`src/rtl/sar_adc_pkg.sv`:
```
package sar_adc_pkg;
  localparam int FLD_CH_LSB = 0;
  localparam int FLD_DONE   = 4;
  localparam int FLD_REFSW  = 5;
  localparam int FLD_TRIGEN = 6;
  localparam int FLD_IRQSRC = 7;

  typedef enum logic [0:0] {
    ST_IDLE = 1'b0,
    ST_STEP = 1'b1
  } sar_state_e;
endpackage

```
`src/rtl/sar_adc_trig_sync.sv`:
```
module sar_adc_trig_sync #(
  parameter int STAGES = 2
) (
  input  logic clk,
  input  logic rst,
  input  logic pin_i,
  output logic fall_o
);
  logic [STAGES-1:0] chain_q;
  logic              last_q;

  always_ff @(posedge clk) begin
    if (rst) begin
      chain_q <= '1;
      last_q  <= 1'b1;
    end else begin
      chain_q <= {chain_q[STAGES-2:0], pin_i};
      last_q  <= chain_q[STAGES-1];
    end
  end

  assign fall_o = last_q & ~chain_q[STAGES-1];


  fall_single_chk: assert property (@(posedge clk) disable iff (rst)
    fall_o |=> !fall_o);
endmodule

```
`src/rtl/sar_adc_engine.sv`:
```
module sar_adc_engine #(
  parameter int DATA_W     = 8,
  parameter int CH_W       = 4,
  parameter int SETTLE_CYC = 4
) (
  input  logic              clk,
  input  logic              rst,
  input  logic              start_i,
  input  logic [CH_W-1:0]   ch_i,
  input  logic              cmp_i,
  output logic              busy_o,
  output logic [CH_W-1:0]   ch_o,
  output logic [DATA_W-1:0] tap_o,
  output logic              done_o,
  output logic [DATA_W-1:0] result_o
);
  import sar_adc_pkg::*;

  localparam int IDX_W = (DATA_W > 1) ? $clog2(DATA_W) : 1;
  localparam int CNT_W = (SETTLE_CYC > 1) ? $clog2(SETTLE_CYC) : 1;
  localparam logic [DATA_W-1:0] MSB_ONE = {1'b1, {(DATA_W-1){1'b0}}};
  localparam logic [CNT_W-1:0]  CNT_TOP = CNT_W'(SETTLE_CYC - 1);

  sar_state_e        state_q;
  logic [DATA_W-1:0] code_q, kept_code, next_trial, result_q;
  logic [IDX_W-1:0]  idx_q;
  logic [CNT_W-1:0]  cnt_q;
  logic [CH_W-1:0]   ch_q;
  logic              done_q;

  always_comb begin
    kept_code        = code_q;
    kept_code[idx_q] = cmp_i;
  end

  always_comb begin
    next_trial = kept_code;
    next_trial[idx_q - IDX_W'(1)] = 1'b1;
  end

  always_ff @(posedge clk) begin
    if (rst) begin
      state_q  <= ST_IDLE;
      code_q   <= '0;
      idx_q    <= '0;
      cnt_q    <= '0;
      ch_q     <= '0;
      done_q   <= 1'b0;
      result_q <= '0;
    end else begin
      done_q <= 1'b0;
      case (state_q)
        ST_IDLE: begin
          if (start_i) begin
            state_q <= ST_STEP;
            code_q  <= MSB_ONE;
            idx_q   <= IDX_W'(DATA_W - 1);
            cnt_q   <= CNT_TOP;
            ch_q    <= ch_i;
          end
        end
        ST_STEP: begin
          if (cnt_q != '0) begin
            cnt_q <= cnt_q - CNT_W'(1);
          end else if (idx_q == '0) begin
            code_q   <= kept_code;
            result_q <= kept_code;
            done_q   <= 1'b1;
            state_q  <= ST_IDLE;
          end else begin
            code_q <= next_trial;
            idx_q  <= idx_q - IDX_W'(1);
            cnt_q  <= CNT_TOP;
          end
        end
        default: state_q <= ST_IDLE;
      endcase
    end
  end

  assign busy_o   = (state_q == ST_STEP);
  assign ch_o     = ch_q;
  assign tap_o    = code_q;
  assign done_o   = done_q;
  assign result_o = result_q;


  first_tap_msb_chk: assert property (@(posedge clk) disable iff (rst)
    $rose(busy_o) |-> (tap_o == MSB_ONE));


  chan_hold_chk: assert property (@(posedge clk) disable iff (rst)
    (busy_o && $past(busy_o)) |-> $stable(ch_o));


  done_ends_busy_chk: assert property (@(posedge clk) disable iff (rst)
    done_o |-> !busy_o);
endmodule

```
`src/rtl/sar_adc_ctrl_regs.sv`:
```
module sar_adc_ctrl_regs #(
  parameter int CH_W   = 4,
  parameter int NUM_CH = 13
) (
  input  logic            clk,
  input  logic            rst,
  input  logic            wr_i,
  input  logic [7:0]      wdata_i,
  input  logic            trig_fall_i,
  input  logic            busy_i,
  input  logic            done_i,
  output logic [7:0]      ctrl_o,
  output logic            start_o,
  output logic [CH_W-1:0] start_ch_o,
  output logic            ref_on_o,
  output logic            irq_o
);
  import sar_adc_pkg::*;

  localparam logic [CH_W-1:0] CH_MAX = CH_W'(NUM_CH - 1);

  logic [CH_W-1:0] ch_q;
  logic            done_flag_q, ref_sw_q, trig_en_q, irq_src_q;
  logic            ref_on_q, irq_q;
  logic            sw_start, hw_start;
  logic [CH_W-1:0] raw_ch;

  assign sw_start = wr_i & ~wdata_i[FLD_DONE] & ~trig_en_q & done_flag_q;
  assign hw_start = trig_fall_i & trig_en_q & done_flag_q;
  assign start_o  = sw_start | hw_start;

  assign raw_ch     = sw_start ? wdata_i[FLD_CH_LSB +: CH_W] : ch_q;
  assign start_ch_o = (raw_ch > CH_MAX) ? CH_MAX : raw_ch;

  always_ff @(posedge clk) begin
    if (rst) begin
      ch_q        <= '0;
      done_flag_q <= 1'b1;
      ref_sw_q    <= 1'b0;
      trig_en_q   <= 1'b0;
      irq_src_q   <= 1'b0;
      ref_on_q    <= 1'b0;
      irq_q       <= 1'b0;
    end else begin
      if (wr_i) begin
        ch_q      <= wdata_i[FLD_CH_LSB +: CH_W];
        ref_sw_q  <= wdata_i[FLD_REFSW];
        trig_en_q <= wdata_i[FLD_TRIGEN];
        irq_src_q <= wdata_i[FLD_IRQSRC];
      end
      if (start_o)     done_flag_q <= 1'b0;
      else if (done_i) done_flag_q <= 1'b1;
      ref_on_q <= ref_sw_q | busy_i;
      irq_q    <= irq_src_q ? (trig_fall_i & trig_en_q) : done_i;
    end
  end

  always_comb begin
    ctrl_o                        = '0;
    ctrl_o[FLD_CH_LSB +: CH_W]    = ch_q;
    ctrl_o[FLD_DONE]              = done_flag_q;
    ctrl_o[FLD_REFSW]             = ref_sw_q;
    ctrl_o[FLD_TRIGEN]            = trig_en_q;
    ctrl_o[FLD_IRQSRC]            = irq_src_q;
  end

  assign ref_on_o = ref_on_q;
  assign irq_o    = irq_q;


  trig_blocks_sw_chk: assert property (@(posedge clk) disable iff (rst)
    (wr_i && !wdata_i[FLD_DONE] && trig_en_q && done_flag_q && !trig_fall_i)
      |=> done_flag_q);


  ref_follows_busy_chk: assert property (@(posedge clk) disable iff (rst)
    busy_i |=> ref_on_o);


  irq_pulse_chk: assert property (@(posedge clk) disable iff (rst)
    irq_o |=> !irq_o);


  start_only_idle_chk: assert property (@(posedge clk) disable iff (rst)
    start_o |-> (done_flag_q && !busy_i));
endmodule

```
`src/rtl/sar_adc_ctrl.sv`:
```
module sar_adc_ctrl #(
  parameter int DATA_W      = 8,
  parameter int CH_W        = 4,
  parameter int NUM_CH      = 13,
  parameter int SETTLE_CYC  = 4,
  parameter int SYNC_STAGES = 2
) (
  input  logic              clk,
  input  logic              rst,
  input  logic              reg_wr,
  input  logic [7:0]        reg_wdata,
  output logic [7:0]        ctrl_q,
  output logic [DATA_W-1:0] result_q,
  input  logic              trig_n,
  input  logic              cmp_in,
  output logic [CH_W-1:0]   ch_sel,
  output logic [DATA_W-1:0] tap_code,
  output logic              ref_on,
  output logic              irq
);
  import sar_adc_pkg::*;

  logic            trig_fall, start, busy, done;
  logic [CH_W-1:0] start_ch;

  sar_adc_trig_sync #(.STAGES(SYNC_STAGES)) u_sync (
    .clk    (clk),
    .rst    (rst),
    .pin_i  (trig_n),
    .fall_o (trig_fall)
  );

  sar_adc_ctrl_regs #(.CH_W(CH_W), .NUM_CH(NUM_CH)) u_regs (
    .clk         (clk),
    .rst         (rst),
    .wr_i        (reg_wr),
    .wdata_i     (reg_wdata),
    .trig_fall_i (trig_fall),
    .busy_i      (busy),
    .done_i      (done),
    .ctrl_o      (ctrl_q),
    .start_o     (start),
    .start_ch_o  (start_ch),
    .ref_on_o    (ref_on),
    .irq_o       (irq)
  );

  sar_adc_engine #(.DATA_W(DATA_W), .CH_W(CH_W), .SETTLE_CYC(SETTLE_CYC)) u_engine (
    .clk      (clk),
    .rst      (rst),
    .start_i  (start),
    .ch_i     (start_ch),
    .cmp_i    (cmp_in),
    .busy_o   (busy),
    .ch_o     (ch_sel),
    .tap_o    (tap_code),
    .done_o   (done),
    .result_o (result_q)
  );


  result_hold_chk: assert property (@(posedge clk) disable iff (rst)
    (!ctrl_q[FLD_DONE] && !done) |-> $stable(result_q));
endmodule

```
`config.mk`:
```
export PLATFORM = sky130hd
export DESIGN_NAME = sar_adc_ctrl
export DESIGN_NICKNAME = d
export VERILOG_FILES = /design/src/rtl/sar_adc_pkg.sv /design/src/rtl/sar_adc_trig_sync.sv /design/src/rtl/sar_adc_engine.sv /design/src/rtl/sar_adc_ctrl_regs.sv /design/src/rtl/sar_adc_ctrl.sv
export SDC_FILE = /design/constraint.sdc
export NUM_CORES = 1
export LEC_CHECK = 0
export BUFFER_PORTS_ARGS = -buffer_cell sky130_fd_sc_hd__buf_2
export CAP_MARGIN = 30
export CORE_ASPECT_RATIO = 1.4
export CORE_MARGIN = 8
export CORE_UTILIZATION = 50
export DETAILED_ROUTE_END_ITERATION = 8
export PLACE_DENSITY = 0.75
export RECOVER_POWER = 50
export SETUP_SLACK_MARGIN = 0.3
export SLEW_MARGIN = 10
export SYNTH_ARGS = -nofsm -noshare
export SYNTH_HDL_FRONTEND = slang
export SYNTH_SLANG_ARGS = --single-unit
```
`constraint.sdc`:
```
create_clock -name clk -period 2.7 [get_ports clk]
set_clock_uncertainty 0.15 [all_clocks]
set_input_delay 0.54 -clock clk [delete_from_list [all_inputs] [get_ports clk]]
set_output_delay 0.54 -clock clk [all_outputs]
set_load 0.005 [all_outputs]
```
==> metrics.cfg, run 1 <==
[power_and_ir_drop]
ir_worst_vdd_mv = 0.440
p_total_mw = 1.29
powerDensity_mw_per_mm2 = 619
p_leak_nw = 0.820

[logic_synthesis]
syn-num-nets = 211
synth-edff-count = 0
synth_top_area_cell = dfxtp_1
synth_top_area_share = 0.435
yosysSeqAreaShare = 0.435
yosysWarningCount = 0
avgSynthCellArea_um2 = 9.44
synth_area_mm2 = 0.00184
synth.area.top_cells = dfxtp_1 (43%), mux2i_1 (7.1%), nor2_1 (4.7%)
synthArstFlopShare = 0
synth_ff_type = dfxtp_1
synth-seq-cells = 40
ys_types = 41
syn_inst = 195

[setup_path]
r2r_start = u_engine.idx_q[0]$_SDFFE_PP0P_
cp_data_required_time_ps = 2730
cp.arrival_ps = 2280
path_max_fanout = 37
startpoint = rst
startpoint_type = primary input
endpoint_kind = flip-flop
critical_path_class = in2reg

[sta]
rsz0062_at_grt = no
worst_slew_pin_slew_ps = 1620
fmax_mhz = 444
relSlewSlack = -0.0786
period_share = 0.834
finalSetupTns_ps = 0
drv_slew = 38
post-route-min-period_ps = 2250
hold_viol = 0
finalWorstSetupSlack_ps = 448
finalSetupViolCount = 0

[placement]
place.gp.congestion = 0.859
hpwl_mm = 2.96
placed_area_mm2 = 0.00201
place_inst = 263
dp_slack_ps = 402
io_buffers = 42

[detailed_routing]
drc = 0
routedWlPerCell_um = 15.1
wirelength_mm = 4.09
ant_nets = 0
vias = 1514
drt_iter0_drc = 58
via_per_inst = 5.59
first_pass_iters = 5

[clock_network]
cts-root-buf = clkbuf_8
htree_num_levels = 2
cts_setup_buffers = 0
clock_path_buffers = 2
clock_sinks = 40
cts_tree = done
path_clk_slew_ps = 70
numCtsBuffers = 5
clkLatencyLatePin_ps = 290

[worst_hold_path]
hold_start = u_sync.chain_q[0]$_SDFF_PP1_
hold_path.class = reg2reg

[grt]
grt_pass1_wl_mm = 6.60
antenna_found_initial = 0
grt_pass1_vias = 1368
grt_max_degree = 38
overflow = 0
grt_usage = 0.143

[final_layout]
diodes = 0
synthToLayoutAreaGrowth_pct = 13.4
design_area_mm2 = 0.00209
drive_gt1_frac = 0.210
nets = 244
fin_cells = 271

[outcome]
status = finished, violations left
violations = max-capacitance violations, max-slew violations

[floorplan]
die_w_um = 67.3
fp-row-count = 26
start_util = 0.515
ios = 43
die-height_um = 87.8
die_area_mm2 = 0.00591
coreArea_mm2 = 0.00358

[job]
maxCapViolCount = 1

-- report_power, final --
part	leakage [nW]	internal, mW	switching [mW]	total (mW)
combinational	0.442	0.0980	0.128	0.226
clock	0.0510	0.204	0.194	0.397
sequential	0.327	0.626	0.0427	0.669
-- kinds of logic (layout without fill, tap and decap cells) --
kind of cell / after synthesis / in the layout / synth area share
muxes: 16 / 16 / 0.0890
DFF: 40 / 40 / 0.435
and+or+nand+nor: 74 / 74 / 0.222
buffers and inverters: 23 / 57 / 0.0645
adders and majority gates: 3 / 3 / 0.0204
AOI/OAI and AO/OA: 39 / 39 / 0.169
-- through the flow --
| step | hold WS, ps | util |
|---|---|---|
| 2_1_floorplan | 239 | - |
| 3_3_place_gp | 242 | 0.562 |
| 3_5_place_dp | 247 | 0.562 |
| 4_1_cts | 259 | 0.588 |
| 5_1_grt | 273 | 0.584 |
| 6_report | 256 | 0.584 |
-- sequential cells by signal, summed over array words and instances, names as in the netlist --
register            flops
u_engine.busy_o         1
u_engine.ch_o           4
u_engine.cnt_q          2
u_engine.done_o         1
u_engine.idx_q          3
u_engine.result_o       8
u_engine.tap_o          8
u_regs.ch_q             4
u_regs.done_flag_q      1
u_regs.irq_o            1
u_regs.irq_src_q        1
u_regs.ref_on_o         1
u_regs.ref_sw_q         1
u_regs.trig_en_q        1
u_sync.chain_q          2
u_sync.last_q           1
-- what timing repair did --
item	4_1_cts	5_1_grt
gates resized for setup	0	1
setup endpoints to repair	0	3
hold buffers	0	0
-- final cells by class --
class                   count  area [um2]
clock buffers               6        82.6
clock inverters             2        10.0
fillers                   352        1490
inverters                   7        26.3
multi-input cells         132         922
flip-flops and latches     40         802
well taps                  42        52.6
repair buffers             42         193
-- synthesized netlist by cell type (2+ instances only) --
cell / number
or2_2: 3
buf_2: 5
o2bb2ai_1: 4
a311oi_2: 2
a21oi_1: 7
nor3b_1: 4
nand2b_1: 2
a31oi_1: 3
a22o_1: 4
a211oi_1: 7
mux2_2: 2
dfxtp_1: 40
nor2_1: 23
a311oi_1: 3
nor3_1: 7
buf_1: 2
o31ai_1: 4
buf_4: 5
nand3_1: 5
nand2_1: 15
ha_1: 3
inv_1: 7
clkbuf_1: 3
nand3b_1: 2
nand4b_1: 2
mux2i_1: 13
nor2b_1: 4
-- final timing paths --
| path | endpoint | slack, ps | cells after the start |
|---|---|---|---|
| max | u_engine.tap_o[2]$_SDFFE_PP0P_ | 450 | 3 |
| min | u_sync.chain_q[1]$_SDFF_PP1_ | 260 | 1 |
| max reg2reg | u_engine.cnt_q[0]$_SDFFE_PP0P_ | 520 | 6 |
| min reg2reg | u_sync.chain_q[1]$_SDFF_PP1_ | 260 | 1 |
-- per-layer routing --
| metal | vias to the layer above | routed length, um | GRT usage |
|---|---|---|---|
| met3 | 4 | 313 | 0.0435 |
| met5 | - | 0 | 0 |
| met1 | 702 | 1700 | 0.160 |
| li1 | 756 | - | - |
| met2 | 52 | 2040 | 0.239 |
| met4 | 0 | 42 | 0.0630 |
-- critical path, cell delays in order --
cell and delay (ps):
clkbuf_1 1140, nor3_2 260, a22o_1 320
-- cell usage in the layout, fill, tap and decap left out, drive strengths merged --
master   count
nand4bb      1
mux2i       13
ha           3
or2          4
nor2b        4
a21oi        8
nor2        23
a31oi        3
dfxtp       40
and4bb       1
and4b        1
a311o        1
nand3        5
clkinv       2
nor3b        4
o211ai       1
clkbuf      20
o31ai        4
and2         1
nand2       15
o21bai       1
nand4b       3
nand3b       2
mux2         3
nand2b       2
inv          7
a211oi       7
a311oi       5
a22o         4
nor3         8
buf         28
o2bb2ai      4
a21o         1
Power figures use the tool's default switching activity.
==> run 2: changes to the inputs <==
==> constraint.sdc (replaced) <==
create_clock -name clk -period 2.1 [get_ports clk]
set_clock_uncertainty 0.15 [all_clocks]
set_input_delay 0.42 -clock clk [delete_from_list [all_inputs] [get_ports clk]]
set_output_delay 0.42 -clock clk [all_outputs]
set_load 0.005 [all_outputs]
==> metrics.cfg, run 2 (synthesized netlist as in run 1, its figures left out) <==
[outcome]
status = completed

[sta]
worst_hold_slack_ps = 165  ; -90.6 ps
worst_slew_pin_slew_ps = 1020  ; -601 ps
hold_viol = 0  ; unchanged
fmax_mhz = 570
finalSetupTns_ps = 0  ; unchanged
relSlewSlack = 0.322  ; +0.400
post-route-min-period_ps = 1750
rsz0062_at_grt = no
period_share = 0.835
drv_slew = 0  ; -100%
finalSetupViolCount = 0  ; unchanged
finalWorstSetupSlack_ps = 346  ; -102 ps

[detailed_routing]
via_per_inst = 5.56  ; -0.42%
drt_iter0_drc = 67  ; +16%
drc = 0  ; unchanged
vias = 1541  ; +1.8%
routedWlPerCell_um = 14.9  ; -1.3%
ant_nets = 0  ; unchanged
first_pass_iters = 6  ; +1
wirelength_mm = 4.13  ; +0.90%

[final_layout]
multi_input_area_um2 = 927  ; +0.54%
regArea_um2 = 803  ; +0.16%
final_cell_mix = dfxtp_1 (38), buf_2 (27), nor2_1 (23)
fillers = 344  ; -2.3%
fin_cells = 277  ; +2.2%
synthToLayoutAreaGrowth_pct = 17.7
nets = 250  ; +2.5%
design_area_mm2 = 0.00217  ; +3.8%
layout_commonest_cell = dfxtp_1
diodes = 0  ; unchanged
drive_gt1_frac = 0.238  ; +0.0287

[floorplan]
die_w_um = 67.3  ; unchanged
die-height_um = 87.8  ; unchanged
ios = 43  ; unchanged
start_util = 0.515  ; unchanged
die_area_mm2 = 0.00591  ; unchanged
fp-row-count = 26  ; unchanged
coreArea_mm2 = 0.00358  ; unchanged

[setup_path]
cp_data_required_time_ps = 2080  ; -650 ps
critical_path_class = reg2reg
cpPeakStageDelay_ps = 340  ; -800 ps
startpoint_type = flip-flop
cp.arrival_ps = 1730  ; -550 ps
path_max_fanout = 6  ; -84%
endpoint_kind = flip-flop
crit_slowest_cell = dfxtp_2
critical_path.cell_chain = inv_2 > ha_2 > nor3b_1 > or2_1 > a311oi_1 > nor3_1

[clock_network]
htree_num_levels = 2  ; unchanged
path_clk_slew_ps = 80  ; about the same
clock_path_buffers = 2  ; unchanged
hold_buffers = 0  ; unchanged
clock_sinks = 40  ; unchanged
clkLatencyLatePin_ps = 290  ; about the same
cts_tree = done
cts-root-buf = clkbuf_8
numCtsBuffers = 5  ; unchanged

[placement]
hpwl_mm = 3.09  ; +4.5%
dp_slack_ps = 268  ; -134 ps
place_inst = 269  ; +2.3%
placed_area_mm2 = 0.00206  ; +2.3%
io_buffers = 42  ; unchanged
place.gp.congestion = 0.790  ; -8.0%

[power_and_ir_drop]
ir_worst_vdd_mv = 0.566  ; +29%
powerDensity_mw_per_mm2 = 851  ; +37%
p_leak_nw = 0.855  ; +4.3%

[grt]
antenna_found_initial = 0  ; unchanged
overflow = 0  ; unchanged
grt_pass1_wl_mm = 6.84  ; +3.7%
grt_pass1_vias = 1532  ; +12%
grt_max_degree = 25  ; -34%
grt_usage = 0.145  ; +0.00280

[worst_hold_path]
hold_path.class = in2reg

[job]
maxCapViolCount = 0  ; -1

## run 2: cell types whose count changed in the layout (fill, tap and decap cells not counted), sizes merged
cell    change
buf         +5
bufinv      +1
clkbuf      +2
clkinv      -2
## run 2: routing by layer
metal / global-route usage / routed length [um] / share of wire / vias up
met4: 0.0401 / 38 / 0.0092 / 0
met2: 0.254 / 2090 / 0.51 / 38
met1: 0.165 / 1740 / 0.42 / 727
li1: - / - / - / 770
met3: 0.0435 / 265 / 0.064 / 6
met5: 0 / 0 / 0 / -
## run 2: layout make-up
cell class / count / share of cell area
flip-flops and latches: 40 / 0.370
well taps: 42 / 0.0242
repair buffers: 48 / 0.107
clock buffers: 7 / 0.0444
inverters: 7 / 0.0121
clock inverters: 1 / 0.0138
multi-input cells: 132 / 0.428
## run 2: repair_timing
item                                    4_1_cts  5_1_grt
endpoints found under the setup margin        1       12
buffers inserted                              0        0
resized for setup                             2        2
## run 2: worst max-delay path, delay by kind of cell, from the launching register on
kind | cells | cell delay (ps)
buffers and inverters | 1 | 70
AOI/OAI and AO/OA | 1 | 300
DFF | 1 | 340
adders and majority gates | 1 | 220
and+or+nand+nor | 3 | 520
## run 2: path summary, 6_finish.rpt
path	startpoint	endpoint	slack, ps	cells past startpoint
max reg2reg	u_engine.idx_q[0]$_SDFFE_PP0P_	u_engine.tap_o[7]$_SDFFE_PP0P_	350	6
min	trig_n	u_sync.chain_q[0]$_SDFF_PP1_	170	2
max	u_engine.idx_q[0]$_SDFFE_PP0P_	u_engine.tap_o[7]$_SDFFE_PP0P_	350	6
min reg2reg	u_sync.chain_q[0]$_SDFF_PP1_	u_sync.chain_q[1]$_SDFF_PP1_	260	1
## run 2: where the power goes
part	internal, mW	switching, mW	leakage (nW)
Sequential	0.805	0.0421	0.328
Combinational	0.140	0.184	0.463
Clock	0.419	0.255	0.0645
## run 2: stage by stage
step,util,power [mW]
floorplan,-,1.09
global placement,0.575,1.18
detailed placement,0.575,1.19
CTS,0.612,1.87
global route,0.606,1.95
finish,0.606,1.84
==> run 3: changes to the inputs <==
--- a/config.mk
+++ b/config.mk
@@ -5,6 +5,7 @@
 export SDC_FILE = /design/constraint.sdc
 export NUM_CORES = 1
 export LEC_CHECK = 0
+export ABC_AREA = 1
 export BUFFER_PORTS_ARGS = -buffer_cell sky130_fd_sc_hd__buf_2
 export CAP_MARGIN = 30
 export CORE_ASPECT_RATIO = 1.4
==> constraint.sdc (replaced) <==
create_clock -name clk -period 1.8 [get_ports clk]
set_clock_uncertainty 0.15 [all_clocks]
set_input_delay 0.36 -clock clk [delete_from_list [all_inputs] [get_ports clk]]
set_output_delay 0.36 -clock clk [all_outputs]
set_load 0.005 [all_outputs]
==> metrics.cfg, run 3 <==
[detailed_routing]
via_per_inst = 5.33  ; -4.1%
vias = 1947  ; +26%
ant_nets = 0  ; unchanged
first_pass_iters = 4  ; -2
drt_iter0_drc = 111  ; +66%
wirelength_mm = 5.14  ; +25%
routedWlPerCell_um = 14.1  ; -5.5%
drc = 0  ; unchanged

[sta]
rsz0062_at_grt = yes
period_share = 0.843  ; +0.00782
finalSetupViolCount = 0  ; unchanged
finalSetupTns_ps = 0  ; unchanged
hold_viol = 0  ; unchanged
finalWorstSetupSlack_ps = 282  ; -63.5 ps
fmax_mhz = 659  ; +16%
drv_slew = 0  ; unchanged
worst_slew_pin_slew_ps = 468  ; -549 ps
relSlewSlack = 0.688  ; +0.366
worst_hold_slack_ps = 96.9  ; -68.6 ps
post-route-min-period_ps = 1520  ; -237 ps

[placement]
io_buffers = 42  ; unchanged
place_inst = 350  ; +30%
dp_slack_ps = 167  ; -101 ps
place.gp.congestion = 0.879  ; +11%
hpwl_mm = 3.60  ; +16%

[grt]
use_met3 = 0.0489  ; +0.00540
grt_usage = 0.172  ; +0.0262
grt_busiest_layer = met2
grt_max_degree = 26  ; +4.0%
grt_use_met1 = 0.176  ; +0.0118
overflow = 0  ; unchanged
grt_pass1_vias = 1869  ; +22%
antenna_found_initial = 0  ; unchanged
grt_util_met2 = 0.299  ; +0.0446
grt_pass1_wl_mm = 8.10  ; +18%

[setup_path]
critical_path.cell_chain = clkinv_8 > ha_4 > a21oi_2 > nand3_1 > nand2_1 > nand2_1 > a21oi_2
cp.arrival_ps = 1600  ; -130 ps
r2r_setup_slack_ps = 280  ; -60 ps
path_max_fanout = 7  ; +1
crit_slowest_cell = dfxtp_4
startpoint_type = flip-flop
cp_top_family = flip-flops
cpPeakStageDelay_ps = 390  ; +50 ps
cp_num_buf_inv = 1  ; unchanged
cp_data_required_time_ps = 1880  ; -200 ps
endpoint_kind = flip-flop
critical_path_class = reg2reg

[logic_synthesis]
syn_inst = 274  ; +41%
synth_ff_type = dfxtp_1
yosysMostFrequentCell = nand2_1
synth-seq-cells = 40  ; unchanged
yosysSeqAreaShare = 0.415  ; -0.0203
synthArstFlopShare = 0  ; unchanged
synth_top_area_cell = dfxtp_1
synth_common_cells = nand2_1 (70), dfxtp_1 (40), nand3_1 (33)
synth-edff-count = 0  ; unchanged
syn-num-nets = 290  ; +37%
ys_types = 25  ; -39%
synth.area.top_cells = dfxtp_1 (41%), nand2_1 (14%), nand3_1 (8.5%)
synth_area_mm2 = 0.00193  ; +4.9%
avgSynthCellArea_um2 = 7.05  ; -25%
synth_top_area_share = 0.415  ; -0.0203
yosysWarningCount = 0  ; unchanged

[floorplan]
start_util = 0.526  ; +0.0108
die_area_mm2 = 0.00614  ; +3.9%
die_w_um = 68.5  ; +1.8%
ios = 43  ; unchanged
fp-row-count = 26  ; unchanged
die-height_um = 89.5  ; +2.0%
coreArea_mm2 = 0.00368  ; +2.7%

[final_layout]
fillers = 342  ; -0.58%
synthToLayoutAreaGrowth_pct = 23.2
layout_commonest_cell = nand2_1
diodes = 0  ; unchanged
drive_gt1_frac = 0.251  ; +0.0125
final_cell_mix = nand2_1 (65), dfxtp_1 (38), nand3_1 (33)
nets = 338  ; +35%
fin_cells = 365  ; +32%

[clock_network]
numCtsBuffers = 5  ; unchanged
clock_sinks = 40  ; unchanged
clkLatencyLatePin_ps = 300  ; about the same
htree_num_levels = 2  ; unchanged
path_clk_slew_ps = 80  ; about the same
cts_tree = done
clock_path_buffers = 2  ; unchanged
cts-root-buf = clkbuf_8
hold_buffers = 0  ; unchanged

[power_and_ir_drop]
ir_worst_vdd_mv = 0.713  ; +26%
powerDensity_mw_per_mm2 = 937  ; +10%
p_leak_nw = 1.12  ; +31%

[job]
maxCapViolCount = 0  ; unchanged

[outcome]
status = completed

[worst_hold_path]
hold_path.class = in2reg

[run 3: worst reg2reg max path: cells and delay by family, from the launching register on]
kind / cells / cell delay [ps]
AOI/OAI and AO/OA: 2 / 380
buffers and inverters: 1 / 80
DFF: 1 / 390
adders and majority gates: 1 / 190
and+or+nand+nor: 3 / 280
[run 3: stage by stage]
step	util	cell area, um2	total power, mW
2_1_floorplan	-	1960	1.40
3_3_place_gp	0.590	2170	1.53
3_5_place_dp	0.590	2170	1.54
4_1_cts	0.626	2300	2.18
5_1_grt	0.647	2380	2.36
6_report	0.647	2380	2.23
[run 3: final timing paths]
path                                                      from                              to  cells past startpoint
worst min-delay path                                    trig_n    u_sync.chain_q[0]$_SDFF_PP1_                      2
worst max register to register  u_engine.idx_q[0]$_SDFFE_PP0P_  u_engine.tap_o[1]$_SDFFE_PP0P_                      7
worst min register to register    u_sync.chain_q[0]$_SDFF_PP1_    u_sync.chain_q[1]$_SDFF_PP1_                      1
worst max-delay path            u_engine.idx_q[0]$_SDFFE_PP0P_  u_engine.tap_o[1]$_SDFFE_PP0P_                      7
[run 3: kinds of logic (layout without fill, tap and decap cells)]
family / count (synthesis) / after routing / share of synthesized area
adder cells (fa/ha/maj): 3 / 3 / 0.0194
flip-flops: 40 / 40 / 0.415
AO/OA/AOI/OAI: 47 / 47 / 0.137
buffers and inverters: 45 / 94 / 0.109
AND/OR/NAND/NOR: 139 / 139 / 0.320
[run 3: layout make-up]
type | instances | area (um2) | share of cell area
timing repair buffer | 55 | 314 | 0.132
tap | 42 | 52.6 | 0.0221
sequential | 40 | 806 | 0.339
clock buffer | 6 | 82.6 | 0.0347
multi-input combinational | 189 | 981 | 0.412
inverter | 31 | 134 | 0.0563
clock inverter | 2 | 10.0 | 0.00421
[run 3: repair_timing]
item / in CTS / in global routing
cloned: 0 / 1
buffers inserted: 2 / 4
gates resized for setup: 5 / 17
setup endpoints to repair: 17 / 22
pin swaps: 1 / 8
[run 3: layer usage]
metal	share of wire	routed length, um
met5	0	0
met4	0.027	137
met3	0.057	291
met2	0.52	2700
met1	0.39	2010
[run 3: report_power, final]
| part | switching (mW) | internal [mW] | leakage (nW) |
|---|---|---|---|
| Combinational | 0.372 | 0.238 | 0.740 |
| Clock | 0.315 | 0.306 | 0.0510 |
| Sequential | 0.0463 | 0.952 | 0.329 |
